[config.mk]
export PLATFORM = sky130hd
export DESIGN_NAME = uart_txirq_status
export DESIGN_NICKNAME = d
export VERILOG_FILES = /design/src/rtl/uart_txirq_pkg.sv /design/src/rtl/uart_err_flags.sv /design/src/rtl/uart_tx_irq.sv /design/src/rtl/uart_txirq_status.sv
export SDC_FILE = /design/constraint.sdc
export NUM_CORES = 1
export LEC_CHECK = 0
export BUFFER_PORTS_ARGS = -buffer_cell sky130_fd_sc_hd__buf_2
export CORE_MARGIN = 10
export CORE_UTILIZATION = 43
export CTS_CLUSTER_DIAMETER = 60
export CTS_CLUSTER_SIZE = 8
export DETAILED_ROUTE_END_ITERATION = 6
export PLACE_DENSITY = 0.76
export SYNTH_ARGS = -nofsm -noshare
export SYNTH_HDL_FRONTEND = slang
export SYNTH_SLANG_ARGS = --single-unit
[constraint.sdc]
create_clock -name clk_i -period 1.38 [get_ports clk_i]
set_input_delay 0.069 -clock clk_i [delete_from_list [all_inputs] [get_ports clk_i]]
set_output_delay 0.069 -clock clk_i [all_outputs]
set_load 0.01 [all_outputs]
[src/rtl/uart_txirq_pkg.sv]
`timescale 1ns/1ps
package uart_txirq_pkg;
  localparam int REG_W   = 8;
  localparam int NUM_ERR = 3;  // [0] overrun, [1] framing, [2] parity
  localparam bit ADDR_STATUS = 1'b0;
  localparam bit ADDR_CTRL   = 1'b1;
  localparam int CB_EN   = 0;
  localparam int CB_IE   = 1;
  localparam int CB_SRC  = 2;
  localparam int CB_INIT = 3;
  localparam int CB_REQ  = 4;
endpackage

[src/rtl/uart_err_flags.sv]
`timescale 1ns/1ps
module uart_err_flags #(
  parameter int N = 3
) (
  input  logic         clk_i,
  input  logic         rst_ni,
  input  logic [N-1:0] err_i,
  input  logic         rd_clr_i,
  input  logic         init_i,
  output logic [N-1:0] flag_o,
  output logic         sum_o
);
  for (genvar i = 0; i < N; i++) begin : g_flag
    always_ff @(posedge clk_i or negedge rst_ni) begin
      if (!rst_ni)        flag_o[i] <= 1'b0;
      else if (init_i)    flag_o[i] <= 1'b0;
      else if (err_i[i])  flag_o[i] <= 1'b1;  // pulse beats read clear
      else if (rd_clr_i)  flag_o[i] <= 1'b0;
    end
  end

  always_ff @(posedge clk_i or negedge rst_ni) begin
    if (!rst_ni)       sum_o <= 1'b0;
    else if (init_i)   sum_o <= 1'b0;
    else if (|err_i)   sum_o <= 1'b1;
    else if (rd_clr_i) sum_o <= 1'b0;
  end
endmodule

[src/rtl/uart_tx_irq.sv]
`timescale 1ns/1ps
module uart_tx_irq (
  input  logic clk_i,
  input  logic rst_ni,
  input  logic init_i,
  input  logic buf_wr_i,
  input  logic empty_set_i,
  input  logic done_set_i,
  input  logic ctrl_we_i,
  input  logic en_wd_i,
  input  logic ie_wd_i,
  input  logic src_wd_i,
  input  logic req_wd_i,
  output logic empty_o,
  output logic done_o,
  output logic en_o,
  output logic ie_o,
  output logic src_o,
  output logic req_o,
  output logic irq_o
);
  logic empty_d, done_d, en_d, ie_d, src_d, req_d;
  logic sel_q, sel_d, req_set;

  always_comb begin
    empty_d = empty_o;
    if (init_i || empty_set_i) empty_d = 1'b1;
    else if (buf_wr_i)         empty_d = 1'b0;
    done_d = done_o;
    if (init_i || done_set_i)  done_d = 1'b1;
    else if (buf_wr_i)         done_d = 1'b0;
    en_d  = ctrl_we_i ? en_wd_i  : en_o;
    ie_d  = ctrl_we_i ? ie_wd_i  : ie_o;
    src_d = ctrl_we_i ? src_wd_i : src_o;
    sel_q = src_o ? done_o : empty_o;
    sel_d = src_d ? done_d : empty_d;
    // enable edge or selected-flag edge, whichever happens
    req_set = en_d && sel_d && !(en_o && sel_q);
    req_d = req_o;
    if (req_set)                    req_d = 1'b1;
    else if (ctrl_we_i && !req_wd_i) req_d = 1'b0;
  end

  always_ff @(posedge clk_i or negedge rst_ni) begin
    if (!rst_ni) begin
      empty_o <= 1'b1;
      done_o  <= 1'b1;
      en_o    <= 1'b0;
      ie_o    <= 1'b0;
      src_o   <= 1'b0;
      req_o   <= 1'b0;
    end else begin
      empty_o <= empty_d;
      done_o  <= done_d;
      en_o    <= en_d;
      ie_o    <= ie_d;
      src_o   <= src_d;
      req_o   <= req_d;
    end
  end

  assign irq_o = req_o & ie_o;
endmodule

[src/rtl/uart_txirq_status.sv]
`timescale 1ns/1ps
module uart_txirq_status
  import uart_txirq_pkg::*;
(
  input  logic             clk_i,
  input  logic             rst_ni,
  input  logic             sel_i,
  input  logic             wr_i,
  input  logic             addr_i,
  input  logic [REG_W-1:0] wdata_i,
  output logic [REG_W-1:0] rdata_o,
  input  logic             rx_par_err_i,
  input  logic             rx_frm_err_i,
  input  logic             rx_ovr_err_i,
  input  logic             tx_buf_wr_i,
  input  logic             tx_empty_i,
  input  logic             tx_done_i,
  output logic             tx_irq_o
);
  localparam int PAD_ST = REG_W - NUM_ERR - 3;
  localparam int PAD_CT = REG_W - 5;

  logic               ctrl_we, stat_rd, init_pulse, init_q;
  logic [NUM_ERR-1:0] err_pulse, err_flag;
  logic               err_sum;
  logic               empty, done, en, ie, src, req;
  logic [REG_W-1:0]   status_w, ctrl_w;

  assign ctrl_we    = sel_i && wr_i && (addr_i == ADDR_CTRL);
  assign stat_rd    = sel_i && !wr_i && (addr_i == ADDR_STATUS);
  assign init_pulse = ctrl_we && wdata_i[CB_INIT];
  assign err_pulse  = {rx_par_err_i, rx_frm_err_i, rx_ovr_err_i};

  always_ff @(posedge clk_i or negedge rst_ni) begin
    if (!rst_ni) init_q <= 1'b0;
    else         init_q <= init_pulse;
  end

  uart_err_flags #(.N(NUM_ERR)) u_err (
    .clk_i   (clk_i),
    .rst_ni  (rst_ni),
    .err_i   (err_pulse),
    .rd_clr_i(stat_rd),
    .init_i  (init_pulse),
    .flag_o  (err_flag),
    .sum_o   (err_sum)
  );

  uart_tx_irq u_tx (
    .clk_i      (clk_i),
    .rst_ni     (rst_ni),
    .init_i     (init_pulse),
    .buf_wr_i   (tx_buf_wr_i),
    .empty_set_i(tx_empty_i),
    .done_set_i (tx_done_i),
    .ctrl_we_i  (ctrl_we),
    .en_wd_i    (wdata_i[CB_EN]),
    .ie_wd_i    (wdata_i[CB_IE]),
    .src_wd_i   (wdata_i[CB_SRC]),
    .req_wd_i   (wdata_i[CB_REQ]),
    .empty_o    (empty),
    .done_o     (done),
    .en_o       (en),
    .ie_o       (ie),
    .src_o      (src),
    .req_o      (req),
    .irq_o      (tx_irq_o)
  );

  assign status_w = {{PAD_ST{1'b0}}, err_sum, err_flag, done, empty};
  assign ctrl_w   = {{PAD_CT{1'b0}}, req, init_q, src, ie, en};
  assign rdata_o  = (addr_i == ADDR_CTRL) ? ctrl_w : status_w;
endmodule

==> run metrics, run 1 <==
Seq/Total Area, Yosys 0.4713; hold path endpoint u_tx.ie_o; Via density 5.194; CTS Sinks 11; most common cell after layout, fill and taps aside buf_2; Worst Hold Class in -> reg; CP Data Arrival Time 1.07 ns; initial antenna violation count 0; largest net degree at the start of global routing 12; status finished, final reports clean; Std-Cell Core Area 0.001301 mm2; H-tree depth 1; GRT overflow 0; Setup CP Type reg -> out; crit end category primary output; CTS clk-pin slew, worst paths 0.07 ns; min-delay src wdata_i[1]; DPL Wire Length 1.204 mm; Avg Synthesized Cell Area 10.34 um2; Pins Over Slew Limit 0; max frequency 0.8782 GHz; Initial Util 0.4529; Layout area overhead 25.48%; worst r2r dst u_tx.req_o; Ys Warns 0; final net count 103; routability cong. 0.7388; Cell Area, Synth 589.3 um2; I/O pins 28; r2r setup slk 0.26 ns; total track usage 0.08526; clk root buf clkbuf_4; IO buf count 22; CP Launch Type register; reg2reg start u_tx.done_o; CTS tree built; Final Cell Area 739.5 um2; #FFs+latches synth 11; Final period util 0.8251; Reg2Reg Depth 4; first-pass GRT wire length 2.283 mm; worst setup margin 0.2414 ns; # rows 13; DP Area 703.2 um2; Die Wd 57.02 um; min cycle time layout around 1.1 ns; Max IR drop VDD 0.7311 mV; Synth cell types 22; vias in the first global route 565; Worst Clk Skew roughly 0.0011 ns; pwr dens 1159 mW/mm2; critical path required time 1.31 ns; WL/cell roughly 15 um; max-cap viol count 0; die span in y 57.02 um; fill cell count 142; CTS Buf Count 3; worst slack, placed 0.1742 ns; drt pass-1 iters 2; Mapped Cells 57; Final Hold Viols 0; number of remaining DRC errors 0; clock latency at the later pin of the worst-skew pair 0.26 ns; Pleak 0.3590 nW; DRT iter0 DRCs 3; drt total wl 1.451 mm; RSZ-0062 raised after global routing no; share of layout cells above drive strength 1 0.4699; most frequent cells in the layout buf_2 (22), dfrtp_1 (9), nand2_1 (7); Setup TNS Final 0 ns; Hold Path Depth 3; ANT nets after route 0; worst-case clock buffer depth 2; final setup fails 0; die area 0.003251 mm2; diode count 0; Vias 509; crit path max fanout 3
==> layer usage <==
metal,track usage,vias up,part of all wire
met3,0.03982,2,0.063
met4,0.02013,0,0.0069
met5,0,-,0
met1,0.08186,244,0.41
met2,0.1597,10,0.52
li1,-,253,-
==> registers in the layout, summed over array words and instances (netlist names) <==
register,cells
init_q,1
u_tx.ie_o,1
u_err.flag_o,3
u_err.sum_o,1
u_tx.done_o,1
u_tx.src_o,1
u_tx.req_o,1
u_tx.en_o,1
u_tx.empty_o,1
==> stage by stage <==
step	util	hold WS (ns)	total power, mW	instances
floorplan	-	-0.2266	0.5576	58
global placement	0.5404	-0.05025	0.6425	93
detailed placement	0.5404	-0.04911	0.6525	93
CTS	0.5683	0.003879	0.8676	98
global route	0.5683	0.02704	0.9162	98
finish	0.5683	0.009385	0.8570	98
==> Yosys cell counts, drive strengths merged <==
master | number | area (um2)
nand2 | 7 | 26.28
nand4 | 1 | 6.260
a21oi | 6 | 30.03
and2 | 1 | 6.260
mux2 | 8 | 97.59
inv | 2 | 7.510
o21ai | 4 | 20.02
dfrtp | 9 | 225.2
buf | 3 | 26.27
and2b | 1 | 8.760
o211a | 1 | 10.01
o41ai | 1 | 8.760
nand3 | 3 | 15.01
a21bo | 1 | 10.01
and3 | 1 | 11.26
nor4 | 1 | 6.260
dfstp | 2 | 52.55
nor2 | 3 | 11.26
conb | 1 | 3.750
or2 | 1 | 6.260
==> critical path: stages (launching register included) <==
cell	delay (ns)
dfrtp_1	0.40
mux2_2	0.27
buf_2	0.14
==> power breakdown <==
group	switching [mW]	internal, mW	leakage (nW)
registers	0.0332	0.370	0.122
logic	0.115	0.129	0.222
clock network	0.0978	0.112	0.0150
total	0.246	0.611	0.359
==> worst max-delay path by stage <==
stage | depth (start not counted) | to | startpoint | slack, ns
floorplan | 4 | u_tx.req_o | u_tx.empty_o | 0.31
global placement | 5 | u_err.sum_o | addr_i | 0.21
detailed placement | 5 | u_err.sum_o | addr_i | 0.17
CTS | 2 | rdata_o[0] | u_tx.en_o | 0.23
global route | 2 | rdata_o[0] | u_tx.en_o | 0.19
finish | 2 | rdata_o[0] | u_tx.en_o | 0.24
==> cell families after synthesis <==
logic type      after synthesis  synth area share
mux                           8            0.1656
flops                        11            0.4713
compound gates               13            0.1338
other cells                   1          0.006363
buf+inv                       5           0.05732
simple gates                 19            0.1656
==> layout make-up <==
cell class,count,area (um2),share of cell area
multi-input combinational,42,281.5,0.3807
sequential,11,277.8,0.3756
timing repair buffer,24,127.6,0.1726
clock buffer,4,26.28,0.03553
tap,15,18.77,0.02538
inverter,2,7.507,0.01015
==> what timing repair did <==
action / CTS / global route
endpoints found under the hold margin: 11 / 0
gates resized for setup: 0 / 0
hold buffers: 1 / 0
setup buffers: 0 / 0
(Power assumes the default switching activity.)
==> run 2: changes to the inputs <==
--- a/config.mk
+++ b/config.mk
@@ -7,11 +7,11 @@
 export LEC_CHECK = 0
 export BUFFER_PORTS_ARGS = -buffer_cell sky130_fd_sc_hd__buf_2
 export CORE_MARGIN = 10
-export CORE_UTILIZATION = 43
+export CORE_UTILIZATION = 39
 export CTS_CLUSTER_DIAMETER = 60
 export CTS_CLUSTER_SIZE = 8
 export DETAILED_ROUTE_END_ITERATION = 6
-export PLACE_DENSITY = 0.76
+export PLACE_DENSITY = 0.73
 export SYNTH_ARGS = -nofsm -noshare
 export SYNTH_HDL_FRONTEND = slang
 export SYNTH_SLANG_ARGS = --single-unit
==> constraint.sdc (replaced) <==
create_clock -name clk_i -period 0.9 [get_ports clk_i]
set_input_delay 0.045 -clock clk_i [delete_from_list [all_inputs] [get_ports clk_i]]
set_output_delay 0.045 -clock clk_i [all_outputs]
set_load 0.01 [all_outputs]
==> run metrics, run 2 (synthesis gave the netlist of run 1 again) <==
Largest Register u_err.flag_o; most common cell after layout, fill and taps aside buf_2; total track usage 0.1029; IO buf count 22; final net count between 100 and 150; drt total wl 1.701 mm; ANT nets after route 0; routability cong. 0.7367; most used cell, CP buf_6; Worst Hold Class in -> reg; critical path required time 0.85 ns; Layout area overhead 62.42%; WL/cell 15.19 um; vias in the first global route 629; Std-Cell Core Area 0.001366 mm2; P_sw between 0.4 and 0.5 mW; die span in y about 60 um; Worst Clk Skew approximately 0.0019 ns; internal power component ~1.1 mW; worst-case clock buffer depth 2; crit path max fanout 2; CP Data Arrival Time 1.17 ns; Flop pwr share 0.392; diode count 0; CTS clk-pin slew, worst paths 0.07 ns; Max IR drop VDD 0.9226 mV; Final Hold Viols 0; drt pass-1 iters 5; clock network power share 0.213; Setup TNS Final -1.841 ns; pwr dens 1651 mW/mm2; critical path's largest stage delay 0.40 ns; worst slack, placed -0.1917 ns; Setup CP Type reg -> out; share of layout cells above drive strength 1 0.5979; clk root buf clkbuf_4; final setup fails 9; crit end category primary output; slowest library cell on the worst path dfrtp_1; Final Cell Area 957.2 um2; DP Area between 800 and 900 um2; combinational share of power 0.395; number of remaining DRC errors 0; switching fraction of total power 0.2891; initial antenna violation count 0; Pleak 0.4833 nW; max frequency 0.8199 GHz; largest net degree at the start of global routing 12; status finished, violations left; Initial Util 0.4313; most frequent cells in the layout buf_2 (15), buf_6 (11), buf_4 (10); CP Launch Type register; CTS Buf Count 3; Vias 574; die area 0.003466 mm2; RSZ-0062 raised after global routing yes; DPL Wire Length about 1.3 mm; Final period util 1.355; DRT iter0 DRCs 4; Pins Over Slew Limit 0; Die Wd 58.87 um; # rows 13; hold_ws approximately 0.016 ns; GRT overflow 0; failing checks setup timing; I/O pins 28; Via density 5.125; min cycle time layout 1.220 ns; clock latency at the later pin of the worst-skew pair about 0.27 ns; max-cap viol count 0; first-pass GRT wire length 2.773 mm; CTS Sinks 11; CP Cell Sequence buf_6, mux2_4, buf_6; CTS tree built; worst setup margin -0.3196 ns; max reg flops 3; H-tree depth 1
run 2: cell count changes in the layout (fill, tap and decap cells not counted), moves of 2 or more:
cell     change
buf_6       +11
mux2_2       -6
mux2_4       +6
a21oi_1      -2
buf_2        -7
buf_4        +9
run 2: stage by stage:
stage / utilization / cells / power, mW
after global placement: 0.5888 / 105 / 1.068
after floorplan: - / 58 / 0.8647
final: 0.7005 / 112 / 1.581
after detailed placement: 0.5888 / 105 / 1.091
after global routing: 0.7005 / 112 / 1.674
after CTS: 0.6786 / 112 / 1.553
run 2: power by group through the flow:
stage / clock network, mW / logic [mW] / registers, mW
final: 0.336 / 0.625 / 0.620
after global routing: 0.368 / 0.677 / 0.628
after CTS: 0.348 / 0.587 / 0.617
after detailed placement: 0 / 0.473 / 0.619
after global placement: 0 / 0.451 / 0.617
after floorplan: 0 / 0.257 / 0.608
run 2: critical path: cells and delay by family (launching register included):
family   cells  cell delay (ns)
flops        1             0.40
mux          1             0.26
buf+inv      2             0.24
run 2: path summary, 6_finish.rpt:
| path | depth (start not counted) | endpoint | slack (ns) | from |
|---|---|---|---|---|
| setup / recovery | 3 | rdata_o[0] | -0.32 | u_tx.en_o |
| hold / removal | 2 | u_tx.en_o | 0.02 | wdata_i[0] |
| setup reg to reg | 4 | u_tx.req_o | -0.22 | u_tx.empty_o |
| hold reg to reg | 2 | u_tx.ie_o | 0.52 | u_tx.ie_o |
| max in group asynchronous | 2 | u_tx.done_o | 0.48 | rst_ni |
| min in group asynchronous | 2 | u_tx.req_o | 0.16 | rst_ni |
run 2: metal layers:
metal	share of wire	wire length, um	GRT usage
met4	0.038	64	0.05246
met5	0	0	0
met3	0.079	135	0.04292
met1	0.33	565	0.09236
met2	0.55	935	0.1907
run 2: final cells by class:
cell class,count,area [um2]
Fill cell,105,409.1
Timing Repair Buffer,38,294.0
Sequential cell,11,277.8
Clock buffer,3,22.52
Clock inverter,1,5.005
Multi-Input combinational cell,42,331.6
Tap cell,15,18.77
Inverter,2,7.507
run 2: timing repair:
item / in CTS / in global routing
resized for setup: 14 / 7
setup buffers: 1 / 0
cloned: 0 / 0
endpoints found under the setup margin: 9 / 10
hold endpoints to repair: 12 / 0
hold buffers: 2 / 0
==> run 3: changes to the inputs <==
--- a/config.mk
+++ b/config.mk
@@ -12,6 +12,7 @@
 export CTS_CLUSTER_SIZE = 8
 export DETAILED_ROUTE_END_ITERATION = 6
 export PLACE_DENSITY = 0.73
+export SKIP_LAST_GASP = 1
 export SYNTH_ARGS = -nofsm -noshare
 export SYNTH_HDL_FRONTEND = slang
 export SYNTH_SLANG_ARGS = --single-unit
==> run metrics, run 3 (synthesis gave the netlist of run 1 again) <==
Worst Clk Skew roughly 0.0027 ns; worst-case clock buffer depth 2; max-cap viol count 0; DP Area 804.5 um2; status finished, violations left; GRT overflow 0; H-tree depth 1; P_sw 0.4556 mW; most frequent cells in the layout buf_2 (15), buf_4 (11), buf_6 (10); initial antenna violation count 0; total track usage 0.1029; die area 0.003466 mm2; Vias 577; switching fraction of total power 0.2890; number of remaining DRC errors 0; Total Power 1.577 mW; I/O pins 28; crit end category primary output; Flop pwr share 0.393; worst r2r dst u_tx.req_o; most common cell after layout, fill and taps aside buf_2; clock network power share 0.213; DRT iter0 DRCs 5; Setup CP Type reg -> out; critical path required time roughly 0.85 ns; die span in y ~59 um; Pleak 0.4822 nW; Reg2Reg Depth 4; Initial Util 0.4313; drt total wl 1.709 mm; crit path max fanout 2; Worst Hold Class in -> reg; Pins Over Slew Limit 0; final setup fails 9; # rows 13; failing checks setup timing; CTS Sinks 11; fill cell count approximately 110; largest net degree at the start of global routing 12; Std-Cell Core Area 0.001366 mm2; drt pass-1 iters 4; CP startpoint u_tx.en_o; combinational share of power 0.394; Final period util 1.353; share of layout cells above drive strength 1 0.5876; Final Cell Area roughly 950 um2; CTS tree built; CP Data Arrival Time 1.17 ns; clk root buf clkbuf_4; final net count 117; pwr dens about 1700 mW/mm2; max frequency approximately 0.82 GHz; r2r setup slk -0.22 ns; min cycle time layout 1.218 ns; diode count 0; routability cong. around 0.74; ANT nets after route 0; CTS clk-pin slew, worst paths 0.07 ns; WL/cell 15.26 um; Layout area overhead 61.36%; Multi-input gate area 329.1 um2; Via density 5.152; final core occ 0.6960; Final Hold Viols 0; vias in the first global route 629; CP endpoint rdata_o[0]; RSZ-0062 raised after global routing yes; CP Launch Type register; worst setup margin -0.3180 ns; clock latency at the later pin of the worst-skew pair 0.27 ns; Setup TNS Final -1.855 ns; Largest Register u_err.flag_o; reg2reg start u_tx.empty_o; register area about 280 um2; internal power component approximately 1.1 mW; worst slack, placed -0.1917 ns; Max IR drop VDD 0.9271 mV; CTS Buf Count 3; DPL Wire Length 1.336 mm; max reg flops 3; first-pass GRT wire length 2.773 mm; IO buf count 22; Die Wd between 50 and 60 um
run 3: changes by cell type in the layout (fill, tap and decap cells not counted):
cell and delta:
buf_4 +1, buf_6 -1, nand2_1 +1, nand2_2 -1
run 3: final cells by class:
cell class | count | share of cell area
Multi-Input combinational cell | 42 | 0.3461
Timing Repair Buffer | 38 | 0.3053
Inverter | 2 | 0.007895
Clock inverter | 1 | 0.005263
Sequential cell | 11 | 0.2921
Clock buffer | 3 | 0.02368
Tap cell | 15 | 0.01974
run 3: power groups by stage:
stage,registers [mW],clock network (mW),logic [mW]
CTS,0.617,0.348,0.587
finish,0.620,0.335,0.621
floorplan,0.608,0,0.257
detailed placement,0.619,0,0.473
global placement,0.617,0,0.451
global route,0.628,0.368,0.673
run 3: worst min-delay path by stage:
| stage | startpoint | to | slack, ns | depth (start not counted) |
|---|---|---|---|---|
| final | wdata_i[0] | u_tx.en_o | 0.02 | 2 |
| after global routing | wdata_i[0] | u_tx.en_o | 0.01 | 2 |
| after CTS | wdata_i[0] | u_tx.en_o | 0.02 | 2 |
| after detailed placement | rst_ni | u_tx.req_o | -0.07 | 1 |
| after global placement | rst_ni | u_tx.req_o | -0.08 | 1 |
| after floorplan | rst_ni | init_q | -0.25 | 0 |
run 3: repair_timing:
| item | 4_1_cts | 5_1_grt |
|---|---|---|
| setup endpoints to repair | 9 | 10 |
| hold endpoints to repair | 12 | 0 |
| hold buffers | 2 | 0 |
| gates resized for setup | 14 | 5 |
| buffers inserted | 1 | 0 |
run 3: layer usage:
layer / vias to the layer above / global-route usage / routed length [um] / part of all wire
li1: 279 / - / - / -
met1: 278 / 0.09236 / 592 / 0.35
met2: 16 / 0.1907 / 937 / 0.55
met3: 4 / 0.04292 / 123 / 0.072
met4: 0 / 0.05246 / 56 / 0.033
met5: - / 0 / 0 / 0
run 3: worst max-delay path, cell delays in order, from the launching register on:
cell,delay (ns)
dfrtp_1,0.40
buf_6,0.12
mux2_4,0.26
buf_6,0.12
run 3: per-stage QoR:
step,hold WS [ns],instances
4_1_cts,0.01551,112
2_1_floorplan,-0.2506,58
3_3_place_gp,-0.07635,105
6_report,0.01853,112
5_1_grt,0.01398,112
3_5_place_dp,-0.07307,105
